--- src/rtl/fseq_pkg.sv ---
package fseq_pkg;

    typedef enum logic [1:0] {
        ST_FETCH  = 2'd0,
        ST_WAIT   = 2'd1,
        ST_DECODE = 2'd2,
        ST_EXEC   = 2'd3
    } seq_state_t;

endpackage

--- src/rtl/fseq_ctrl.sv ---
module fseq_ctrl
    import fseq_pkg::*;
(
    input  logic       clk,
    input  logic       rst_n,
    input  logic       rvalid,
    input  logic       exec_done,
    input  logic       is_call,
    input  logic       is_ret,
    output seq_state_t state,
    output logic       fetch_go,
    output logic       ir_load,
    output logic       call_go,
    output logic       ret_go
);

    seq_state_t state_q;
    seq_state_t state_d;

    always_ff @(posedge clk) begin
        if (!rst_n) state_q <= ST_FETCH;
        else        state_q <= state_d;
    end

    always_comb begin
        state_d = state_q;
        unique case (state_q)
            ST_FETCH:  state_d = ST_WAIT;
            ST_WAIT:   if (rvalid) state_d = ST_DECODE;
            ST_DECODE: state_d = ST_EXEC;
            ST_EXEC:   if (exec_done) state_d = ST_FETCH;
        endcase
    end

    always_comb begin
        fetch_go = 1'b0;
        ir_load  = 1'b0;
        call_go  = 1'b0;
        ret_go   = 1'b0;
        unique case (state_q)
            ST_FETCH:  fetch_go = 1'b1;
            ST_WAIT:   ir_load  = rvalid;
            ST_DECODE: ;
            ST_EXEC: begin
                call_go = exec_done & is_call;
                ret_go  = exec_done & is_ret & ~is_call;
            end
        endcase
    end

    assign state = state_q;

    // execute holds until completion is signalled
    a_r5_exec_hold: assert property (@(posedge clk) disable iff (!rst_n)
        (state_q == ST_EXEC && !exec_done) |=> (state_q == ST_EXEC));

    // decode always lasts exactly one cycle
    a_r4_decode_one: assert property (@(posedge clk) disable iff (!rst_n)
        (state_q == ST_DECODE) |=> (state_q == ST_EXEC));

    // call and return never both fire
    a_r11_exclusive: assert property (@(posedge clk) disable iff (!rst_n)
        !(call_go && ret_go));

endmodule

--- src/rtl/fseq_pc.sv ---
module fseq_pc #(
    parameter int XLEN = 32,
    parameter int OP_W = 6,
    parameter int STEP = 4
) (
    input  logic                 clk,
    input  logic                 rst_n,
    input  logic                 fetch_go,
    input  logic                 call_go,
    input  logic                 ret_go,
    input  logic [XLEN-OP_W-1:0] imm,
    input  logic [XLEN-1:0]      lr_val,
    output logic [XLEN-1:0]      pc,
    output logic [XLEN-1:0]      fetch_addr
);

    localparam int IMM_W = XLEN - OP_W;
    localparam int HI_W  = XLEN - IMM_W - 2;

    logic [XLEN-1:0] pc_q;
    logic [XLEN-1:0] pc_d;
    logic [XLEN-1:0] addr_q;
    logic [XLEN-1:0] call_tgt;

    assign call_tgt = {pc_q[XLEN-1 -: HI_W], imm, 2'b00};

    always_comb begin
        pc_d = pc_q;
        if (fetch_go)     pc_d = pc_q + XLEN'(STEP);
        else if (call_go) pc_d = call_tgt;
        else if (ret_go)  pc_d = {lr_val[XLEN-1:2], 2'b00};
    end

    always_ff @(posedge clk) begin
        if (!rst_n) begin
            pc_q   <= '0;
            addr_q <= '0;
        end else begin
            pc_q <= pc_d;
            if (fetch_go) addr_q <= pc_q;
        end
    end

    assign pc         = pc_q;
    assign fetch_addr = addr_q;

    // program counter stays word aligned
    a_r9_pc_aligned: assert property (@(posedge clk) disable iff (!rst_n)
        pc_q[1:0] == 2'b00);

    // a fetch advances the counter by one word
    a_r2_pc_step: assert property (@(posedge clk) disable iff (!rst_n)
        fetch_go |=> (pc_q == $past(pc_q) + XLEN'(STEP)));

endmodule

--- src/rtl/fseq_ir.sv ---
module fseq_ir #(
    parameter int              XLEN     = 32,
    parameter logic [XLEN-1:0] NOP_WORD = '0
) (
    input  logic            clk,
    input  logic            rst_n,
    input  logic            load,
    input  logic [XLEN-1:0] rdata,
    output logic [XLEN-1:0] ir
);

    always_ff @(posedge clk) begin
        if (!rst_n)    ir <= NOP_WORD;
        else if (load) ir <= rdata;
    end

    // instruction register only changes on a load
    a_r3_ir_hold: assert property (@(posedge clk) disable iff (!rst_n)
        !load |=> $stable(ir));

endmodule

--- src/rtl/fseq_link.sv ---
module fseq_link #(
    parameter int XLEN = 32
) (
    input  logic            clk,
    input  logic            rst_n,
    input  logic            call_go,
    input  logic [XLEN-1:0] ret_addr,
    input  logic            we,
    input  logic [XLEN-1:0] wdata,
    output logic [XLEN-1:0] lr
);

    always_ff @(posedge clk) begin
        if (!rst_n)       lr <= '0;
        else if (call_go) lr <= ret_addr;
        else if (we)      lr <= wdata;
    end

    // a plain write lands on the next edge
    a_r10_write: assert property (@(posedge clk) disable iff (!rst_n)
        (we && !call_go) |=> (lr == $past(wdata)));

endmodule

--- src/rtl/fseq_top.sv ---
module fseq_top
    import fseq_pkg::*;
#(
    parameter int                XLEN     = 32,
    parameter int                OP_W     = 6,
    parameter int                STEP     = 4,
    parameter logic [XLEN-1:0]   NOP_WORD = '0
) (
    input  logic            clk,
    input  logic            rst_n,
    output logic [XLEN-1:0] mem_addr,
    output logic            mem_rd,
    input  logic [XLEN-1:0] mem_rdata,
    input  logic            mem_rvalid,
    output logic [XLEN-1:0] instr,
    output logic [XLEN-1:0] pc,
    output logic [1:0]      phase,
    input  logic            is_call,
    input  logic            is_ret,
    input  logic            exec_done,
    input  logic            lr_we,
    input  logic [XLEN-1:0] lr_wdata,
    output logic [XLEN-1:0] lr_value
);

    seq_state_t      state;
    logic            fetch_go;
    logic            ir_load;
    logic            call_go;
    logic            ret_go;
    logic [XLEN-1:0] pc_w;
    logic [XLEN-1:0] fetch_addr;
    logic [XLEN-1:0] ir_w;
    logic [XLEN-1:0] lr_w;

    fseq_ctrl u_ctrl (
        .clk       (clk),
        .rst_n     (rst_n),
        .rvalid    (mem_rvalid),
        .exec_done (exec_done),
        .is_call   (is_call),
        .is_ret    (is_ret),
        .state     (state),
        .fetch_go  (fetch_go),
        .ir_load   (ir_load),
        .call_go   (call_go),
        .ret_go    (ret_go)
    );

    fseq_pc #(.XLEN(XLEN), .OP_W(OP_W), .STEP(STEP)) u_pc (
        .clk        (clk),
        .rst_n      (rst_n),
        .fetch_go   (fetch_go),
        .call_go    (call_go),
        .ret_go     (ret_go),
        .imm        (ir_w[XLEN-1:OP_W]),
        .lr_val     (lr_w),
        .pc         (pc_w),
        .fetch_addr (fetch_addr)
    );

    fseq_ir #(.XLEN(XLEN), .NOP_WORD(NOP_WORD)) u_ir (
        .clk   (clk),
        .rst_n (rst_n),
        .load  (ir_load),
        .rdata (mem_rdata),
        .ir    (ir_w)
    );

    fseq_link #(.XLEN(XLEN)) u_link (
        .clk      (clk),
        .rst_n    (rst_n),
        .call_go  (call_go),
        .ret_addr (pc_w),
        .we       (lr_we),
        .wdata    (lr_wdata),
        .lr       (lr_w)
    );

    assign mem_rd   = fetch_go;
    assign mem_addr = fetch_go ? pc_w : fetch_addr;
    assign instr    = ir_w;
    assign pc       = pc_w;
    assign phase    = state;
    assign lr_value = lr_w;

    // address held while the read is outstanding
    a_r3_addr_hold: assert property (@(posedge clk) disable iff (!rst_n)
        (state == ST_WAIT && !mem_rvalid) |=> $stable(mem_addr));

    // a call saves the incremented counter
    a_r6_link_on_call: assert property (@(posedge clk) disable iff (!rst_n)
        call_go |=> (lr_w == $past(pc_w)));

    // a return resumes at the aligned link value
    a_r8_return: assert property (@(posedge clk) disable iff (!rst_n)
        ret_go |=> (pc_w == ($past(lr_w) & ~XLEN'(3))));

    // every address sent to memory is word aligned
    a_r9_addr_aligned: assert property (@(posedge clk) disable iff (!rst_n)
        mem_rd |-> (mem_addr[1:0] == 2'b00));

endmodule

--- config.mk ---
export PLATFORM = sky130hd
export DESIGN_NAME = fseq_top
export DESIGN_NICKNAME = d
export VERILOG_FILES = /design/src/rtl/fseq_pkg.sv /design/src/rtl/fseq_ctrl.sv /design/src/rtl/fseq_pc.sv /design/src/rtl/fseq_ir.sv /design/src/rtl/fseq_link.sv /design/src/rtl/fseq_top.sv
export SDC_FILE = /design/constraint.sdc
export NUM_CORES = 1
export LEC_CHECK = 0
export BUFFER_PORTS_ARGS = -buffer_cell sky130_fd_sc_hd__buf_4
export CORE_MARGIN = 2
export CORE_UTILIZATION = 50
export CTS_BUF_LIST = sky130_fd_sc_hd__clkbuf_16
export DETAILED_ROUTE_END_ITERATION = 12
export HOLD_SLACK_MARGIN = 0.03
export PLACE_DENSITY_LB_ADDON = 0.1
export SETUP_SLACK_MARGIN = 0.02
export SYNTH_ARGS = -nofsm -noshare
export SYNTH_HDL_FRONTEND = slang
export SYNTH_HIERARCHICAL = 1
export SYNTH_SLANG_ARGS = --single-unit
--- constraint.sdc ---
create_clock -name clk -period 2.8 [get_ports clk]
set_input_delay 0.28 -clock clk [delete_from_list [all_inputs] [get_ports clk]]
set_output_delay 0.28 -clock clk [all_outputs]
set_load 0.05 [all_outputs]
==> After elaboration in Yosys (flattened, before gate mapping) <==
Index checks and enable logic that the tools add are counted.
{ "classes": {"add_sub_neg": 1, "mul": 0, "n_lt_le_gt_ge": 0, "div_mod_pow": 0, "shift": 0, "n_mux": 13, "n_eq_ne": 6, "bitwise_logic": 4, "reduce_logical": 6} }
{ "ops": {"columns": ["cell", "n"], "rows": [
  ["2-to-1 mux 32 bit", 6],
  ["adder 32 x 3 -> 32 bit (second input constant)", 1],
  ["one-hot mux 2 bit (4 select lines)", 1],
  ["!= test 2 bit (second input constant)", 3],
  ["equality test 2 bit (second input constant)", 2],
  ["2-to-1 mux 1 bit", 4],
  ["2-to-1 mux 2 bit", 2],
  ["AND reduction 2 bit", 2],
  ["nonzero test 2 bit", 2],
  ["AND 1 bit", 3],
  ["nonzero test 3 bit", 1],
  ["equality test 2 x 1 -> 1 bit (second input constant)", 1],
  ["zero test 2 bit", 1],
  ["NOT 1 bit", 1]
]} }
{ "totals": {"memories": 0, "elab_cells": 36, "rom_bits": 0, "input_bits": 71, "ram_bits": 0, "regBits": 130, "latchBits": 0, "out_inout_bits": 131} }

==> Longest topological paths before layout <==
Gate-level depths: netlist of run 1.
{ "depth": {"depth_word": 6, "mapped_depth": 8, "mapped_depth_nobuf": 7} }

==> Cells and area by module <==
The synthesis of run 1 kept the hierarchy.
{ "modules_own_cells": {"columns": ["module", "n_inst", "cells_each", "seq_area_each_um2", "area_each_um2"], "rows": [
  ["fseq_pc", 1, 376, 1201.2, 3201.8],
  ["fseq_link", 1, 141, 640.6, 1778.0],
  ["fseq_ir", 1, 103, 640.6, 1243.7],
  ["fseq_top", 1, 36, 0.0, 544.3],
  ["fseq_ctrl", 1, 20, 40.0, 177.7]
]} }

==> Worst setup path before layout of run 1 <==
Ideal clock, no wire load.
{ "synth_timing": {"kind": "register to register", "startpoint": "reg u_ctrl.state_q[1], in the netlist u_ctrl/state[1]", "endpoint": "reg u_pc.pc_q[14], in the netlist u_pc/pc[14]", "setup_ps": 70, "path_slack_ps": 425, "t_arrival_ps": 2305, "stages_incl_launch_ff": 9, "required_ps": 2730, "synth_period_minus_slack_ps": 2375, "path_buffers": 2, "path_cell_list": "dfxtp_1 ha_1 and3_1 clkbuf_1 buf_1 nor2_1 a21oi_1 o221ai_1 a21oi_1"} }
{ "synth_between": {"elab_chain_cells": 4, "elab_cells_between_ends": 8, "cone_classes": "eq/ne: 1; mux: 5; reduce/logical: 2"} }
{ "synth_lines": {"columns": ["element", "line_no", "text"], "rows": [
  ["from (decl)", "fseq_ctrl.sv:17", "seq_state_t state_q;"],
  ["from (signal assigned)", "fseq_ctrl.sv:22", "else state_q <= state_d;"],
  ["equality test 2 bit (*)", "fseq_ctrl.sv:40", "unique case (state_q)"],
  ["2-to-1 mux 1 bit (*)", "fseq_ctrl.sv:40", null],
  ["via call_go", "fseq_top.sv:29", "logic call_go;"],
  ["2-to-1 mux 32 bit", "fseq_pc.sv:30", "else if (call_go) pc_d = call_tgt;"],
  ["2-to-1 mux 32 bit", "fseq_pc.sv:29", "if (fetch_go) pc_d = pc_q + XLEN'(STEP);"],
  ["to (signal assigned)", "fseq_pc.sv:39", "pc_q <= pc_d;"],
  ["to (decl)", "fseq_pc.sv:20", "logic [XLEN-1:0] pc_q;"]
]} }
The timed path passes the listed nets; every way through them passes the cells marked *. The select of a mux whose other input is x is not followed.
A chain may end at the register's enable or synchronous reset.

==> Final worst setup path of run 1 <==
{ "layout_timing": {"startpoint": "reg u_ctrl.state_q[0], in the netlist u_ctrl/state[0]", "endpoint": "out mem_addr[11]"} }
{ "layout_between": {"elab_chain_cells": 3} }
{ "layout_lines": {"columns": ["element", "line_no", "text"], "rows": [
  ["zero test 2 bit", "fseq_ctrl.sv:40", null],
  ["2-to-1 mux 1 bit", "fseq_ctrl.sv:40", null],
  ["2-to-1 mux 32 bit", null, null],
  ["to (decl)", "fseq_top.sv:11", "output logic [XLEN-1:0] mem_addr,"]
]} }
Every way passes these cells.

==> results_dict.tcl, run 1 <==
set metrics [dict create \
    netlist.area_leader.share 0.363 \
    place_hpwl_um 13000 \
    ioPinCount 202 \
    drc 0 \
    whs_path_depth 3 \
    synth_cells 676 \
    final_antenna_net_count 0 \
    area_growth_pct 28.8 \
    post_cts_resized 0 \
    place.gp.congestion 0.828 \
    r2r_setup_slack_ns 0.57 \
    cts-root-buf "clkbuf_16" \
    power_leakage_nw 4.25 \
    irDropWorstVdd_uv 561 \
    fin_nets 930 \
    clk_pin_slew_worst_paths_ns 0.05 \
    wl_per_cell_um 17.2 \
    post-route-min-period_ns 2.53 \
    multi_input_area_um2 4000 \
    final_hold_viol_count 0 \
    htreeDepth 4 \
    crit_required_ns 2.52 \
    cts_tree "built" \
    worst_slew_pin_slew_ns 0.681 \
    cap_violations 0 \
    hp-start "mem_rdata[3]" \
    grt_pass1_wl_um 27900 \
    synth_edf_count 0 \
    diodes 0 \
    crit_arrival_ns 2.25 \
    placedCellCount 1015 \
    register_area_um2 2520 \
    path_class "reg2out" \
    rr_endpoint "u_pc/pc[16]" \
    drive_gt1_frac 0.369 \
    power_frac_seq 0.288 \
    fin_setup_tns_ns 0 \
    rsz0062_at_grt "no" \
    cts-buffers-inserted 17 \
    vias 5685 \
    yosysSeqAreaShare 0.363 \
    start_util 0.506 \
    synth_area_leader_cell "dfxtp_1" \
    dieWidth_um 122 \
    fp.dieH_um 122 \
    netlist_area_um2 6950 \
    ys_ff_latch 126 \
    skew_ns 0.00625 \
    crit_path_start_kind "register" \
    vias_per_cell 5.43 \
    min_path_type "in2reg" \
    combPwrFrac 0.492 \
    cts_setup_buffers 0 \
    path_max_fanout 41 \
    clockPowerShare 0.220 \
    hold_path_end "u_ir/ir[3]" \
    cts.sinks 126 \
    clk_latency_ns 0.41 \
    p_int_mw 5.18 \
    outcome "finished, final reports clean" \
    grt_pass1_vias 5356 \
    totalWireLength_um 18000 \
    avgSynthCellArea_um2 10.3 \
    drtIter0Drc 391 \
    finalSetupViolCount 0 \
    power_density_nw_per_um2 1050 \
    drv_slew 0 \
    slew_headroom 0.546 \
    dieArea_um2 14800 \
    grt_max_degree 45 \
    yosysWarnings 6 \
    row_count 43 \
    grt-ovfl-total 0 \
    hold_buffers 0 \
    fin_crit_sh 0.903 \
    switchingPower_mw 4.20 \
    synth_top_flop_cell "dfxtp_1" \
    finalNonFillerCells 1047 \
    async_reset_ff_frac 0 \
    swShare 0.448 \
    clock.fmax_mhz 396 \
    first_pass_iters 4 \
    rr_startpoint "u_pc/pc[3]" \
    fillers 1143 \
    core_area_um2 13700 \
    port_buffers 197 \
    track_usage 0.242 \
    worst-r2r-cell-count 6 \
    cts_buffer_depth 2 \
    synth.distinct_cells 42 \
    endpoint_kind "primary output" \
    yosys-top-cells-area "dfxtp_1 36%, mux2_4 13%, mux2i_1 11%" \
    antenna_found_initial 0 \
]
cell type report:
cell class,count,share of cell area
multi-input combinational,488,0.447
sequential,126,0.282
timing repair buffer,213,0.180
clock buffer,17,0.0476
tap,180,0.0252
clock inverter,15,0.0147
inverter,8,0.00336
worst max-delay path, stage by stage, from the launching register on:
cell	delay, ns
dfxtp_1	0.35
inv_1	0.14
ha_4	0.46
buf_12	0.30
mux2_4	0.34
buf_4	0.19
cells by family after synthesis:
kind of cell	after synthesis	synth area share
buffers and inverters	65	0.0650
multiplexers	150	0.262
AO/OA/AOI/OAI	110	0.115
flip-flops	126	0.363
adder cells (fa/ha/maj)	5	0.00901
other	1	0.000540
XOR/XNOR	25	0.0315
AND/OR/NAND/NOR	194	0.154
through the flow:
step / hold WS [ns] / utilization / power, mW / setup WS (ns) / area [um^2]
6_report: 0.127 / 0.652 / 9.38 / 0.273 / 8950
5_1_grt: 0.120 / 0.652 / 9.82 / 0.189 / 8950
4_1_cts: 0.113 / 0.652 / 9.42 / 0.275 / 8950
3_5_place_dp: 0.457 / 0.611 / 7.35 / 0.631 / 8390
3_3_place_gp: 0.453 / 0.611 / 7.26 / 0.644 / 8390
2_1_floorplan: 0.408 / - / 6.23 / 0.425 / 6960
synth_stat cells (all sizes together) (2+ instances only):
library cell / number
dfxtp: 126
mux2i: 78
mux2: 72
nor2: 52
nor2b: 43
a21oi: 39
buf: 33
o211a: 32
nand2: 27
clkbuf: 24
or2b: 21
xor2: 19
nand2b: 11
o21ai: 11
a211oi: 10
nand3: 10
nand4: 10
o221ai: 10
inv: 8
and3: 7
and4: 6
xnor2: 6
ha: 5
o22ai: 5
and2: 2
nor3: 2
registers in the layout, indices dropped and copies added, names as in the netlist:
register and count:
u_ctrl/state 2, u_ir/ir 32, u_pc/pc 30, u_pc/fetch_addr 30, u_link/lr 32
cells in the final DEF, fill, tap and decap left out, types with 9 or more instances in the layout:
cell type  instances
clkbuf_16         17
nor2_1            52
mux2_2            12
xor2_1            19
nand2b_1          11
mux2_4            60
nor2b_1           43
a21oi_1           39
mux2i_1           78
o211a_1           32
o221ai_1          10
nand3_1           10
nand4_1           10
o21ai_0           11
dfxtp_1          126
a211oi_1           9
nand2_1           27
buf_4            212
inv_1             10
or2b_1            21
metal layers:
layer	GRT usage	part of all wire	up-vias
li1	-	-	2739
met1	0.343	0.48	2745
met2	0.367	0.45	188
met3	0.0552	0.064	13
met4	0.0711	0.010	0
met5	0	0	-
how the worst max path moves through the flow:
| stage | from | to | slack, ns |
|---|---|---|---|
| 3_5_place_dp | u_pc/pc[3] | u_pc/pc[16] | 0.63 |
| 4_1_cts | u_ctrl/state[0] | mem_addr[11] | 0.28 |
| 5_1_grt | u_ctrl/state[0] | mem_addr[11] | 0.19 |
| 3_3_place_gp | u_pc/pc[3] | u_pc/pc[16] | 0.64 |
| 2_1_floorplan | u_ctrl/state[1] | u_pc/pc[14] | 0.42 |
| 6_report | u_ctrl/state[0] | mem_addr[11] | 0.27 |
power by group through the flow:
stage	Sequential (mW)	Clock [mW]	Combinational, mW
CTS	2.69	2.10	4.63
global route	2.77	2.18	4.87
detailed placement	2.73	0	4.62
floorplan	3.42	0	2.81
global placement	2.70	0	4.56
finish	2.70	2.07	4.61
Power figures use the tool's default switching activity.
==> run 2: changes to the inputs <==
- ABC_AREA: default -> 1
==> run 2 against run 1 <==
Area after synthesis grew 2.4%. Largest cell class unchanged. Highest routed layer unchanged. Worst hold slack gained 0.019 ns. Utilization shrank 0.39 points. First-iteration DRC count grew 74%.
==> results_dict.tcl, run 2 <==
set metrics [dict create \
    final_util 0.648 \
    yosys-top-cells-area "dfxtp_1 35%, nand2_1 19%, nor2_1 7.5%" \
    synth_area_leader_cell "dfxtp_1" \
    drc 0 \
    core_area_um2 13900 \
    synth_edf_count 0 \
    skew_ns 0.00611 \
    cts_tree "built" \
    cts-buffers-inserted 17 \
    rsz0062_at_grt "no" \
    drtIter0Drc 680 \
    synth.distinct_cells 40 \
    avgSynthCellArea_um2 6.33 \
    fin_nets 1366 \
    place.gp.congestion 0.917 \
    yosysSeqAreaShare 0.355 \
    placedCellCount 1451 \
    worst_slew_pin_slew_ns 0.662 \
    cts_setup_buffers 0 \
    cap_violations 0 \
    wl_per_cell_um 14.4 \
    place_hpwl_um 15400 \
    dieArea_um2 15200 \
    cts.sinks 126 \
    area_growth_pct 26.5 \
    ys_ff_latch 126 \
    dieWidth_um 123 \
    netlist_area_um2 7110 \
    synth_common_cells "366 x nand2_1, 142 x nor2_1, 126 x dfxtp_1, 113 x inv_1, 93 x nand3_1" \
    fin_crit_sh 0.835 \
    cts-root-buf "clkbuf_16" \
    grt_pass1_wl_um 33700 \
    fillers 1344 \
    outcome "finished, final reports clean" \
    path_class "reg2out" \
    vias_per_cell 5.15 \
    layout_commonest_cell "nand2_1" \
    post-route-min-period_ns 2.34 \
    finalSetupViolCount 0 \
    finalNonFillerCells 1482 \
    final_antenna_net_count 0 \
    crit_path_start_kind "register" \
    fp.dieH_um 123 \
    track_usage 0.286 \
    power_leakage_nw 4.58 \
    synth_most_common_cell "nand2_1" \
    power_density_nw_per_um2 1210 \
    p_total_mw 10.9 \
    row_count 43 \
    clk_latency_ns 0.42 \
    endpoint_kind "primary output" \
    clk_pin_slew_worst_paths_ns 0.05 \
    diodes 0 \
    netlist.area_leader.share 0.355 \
    min_path_type "in2reg" \
    final_hold_viol_count 0 \
    synth_cells 1124 \
    crit_required_ns 2.52 \
    grt_pass1_vias 6504 \
    vias 7633 \
    clock.fmax_mhz 428 \
    crit_arrival_ns 2.06 \
    post_cts_resized 0 \
    start_util 0.512 \
    path_max_fanout 56 \
    yosysWarnings 6 \
    antenna_found_initial 0 \
    async_reset_ff_frac 0 \
    first_pass_iters 5 \
    htreeDepth 4 \
    drv_slew 0 \
    grt_max_degree 72 \
    hold_buffers 0 \
    port_buffers 197 \
    reg_top3 "u_ir/ir: 32 flops, u_link/lr: 32 flops" \
    drive_gt1_frac 0.222 \
    ioPinCount 202 \
    irDropWorstVdd_uv 515 \
    cts_buffer_depth 2 \
    totalWireLength_um 21400 \
    synth_top_flop_cell "dfxtp_1" \
    grt-ovfl-total 0 \
    final_cell_mix "366 x nand2_1, 209 x buf_4, 141 x nor2_1" \
    slew_headroom 0.559 \
    fin_setup_tns_ns 0 \
]
-- run 2: cell count changes after synthesis, moves of 62 or more --
cell,delta
nand2_1,+339
mux2i_1,-78
inv_1,+105
nand3_1,+83
o21ai_0,+62
nor2_1,+90
-- run 2: per-stage QoR --
step / setup slack, ns / hold slack, ns / instance area (um^2)
CTS: 0.441 / 0.134 / 9000
floorplan: 0.499 / 0.378 / 7120
global route: 0.305 / 0.159 / 9000
global placement: 0.779 / 0.460 / 8490
finish: 0.462 / 0.146 / 9000
detailed placement: 0.735 / 0.465 / 8490
-- run 2: layout make-up --
cell class / instances / area [um^2] / share of cell area
multi-input cells: 817 / 3700 / 0.411
flip-flops and latches: 126 / 2520 / 0.280
repair buffers: 210 / 1590 / 0.177
inverters: 118 / 450 / 0.0501
clock buffers: 17 / 425 / 0.0473
well taps: 180 / 225 / 0.0250
clock inverters: 14 / 86.3 / 0.00960
-- run 2: cell families after synthesis --
logic type	share of synthesized area
simple gates	0.391
buf+inv	0.130
compound gates	0.113
flops	0.355
fa+ha+maj	0.00880
xor+xnor	0.00246
other cells	0.000527
-- run 2: worst max-delay path, cell delays in order, from the launching register on --
cell and delay [ns]:
dfxtp_1 0.34, inv_1 0.13, ha_4 0.39, buf_12 0.29
inv_8 0.13, nand2_1 0.09, nand2_1 0.05, buf_4 0.18
-- run 2: path summary, 6_finish.rpt --
path,cells past startpoint,start,slack [ns],end
worst max-delay path,7,u_ctrl/state[0],0.46,mem_addr[13]
worst min-delay path,5,mem_rdata[0],0.15,u_ir/ir[0]
worst max register to register,9,u_ctrl/state[0],0.70,u_link/lr[25]
worst min register to register,2,u_ir/ir[0],0.47,u_ir/ir[0]
-- run 2: where the power goes --
part | leakage [nW] | internal (mW) | switching (mW)
clock network | 0.257 | 1.18 | 0.767
registers | 1.04 | 2.33 | 0.755
logic | 3.28 | 1.68 | 4.17
-- run 2: routing by layer --
metal | part of all wire | track usage
met5 | 0 | 0
met1 | 0.46 | 0.416
met2 | 0.43 | 0.408
met3 | 0.097 | 0.0784
met4 | 0.017 | 0.0874
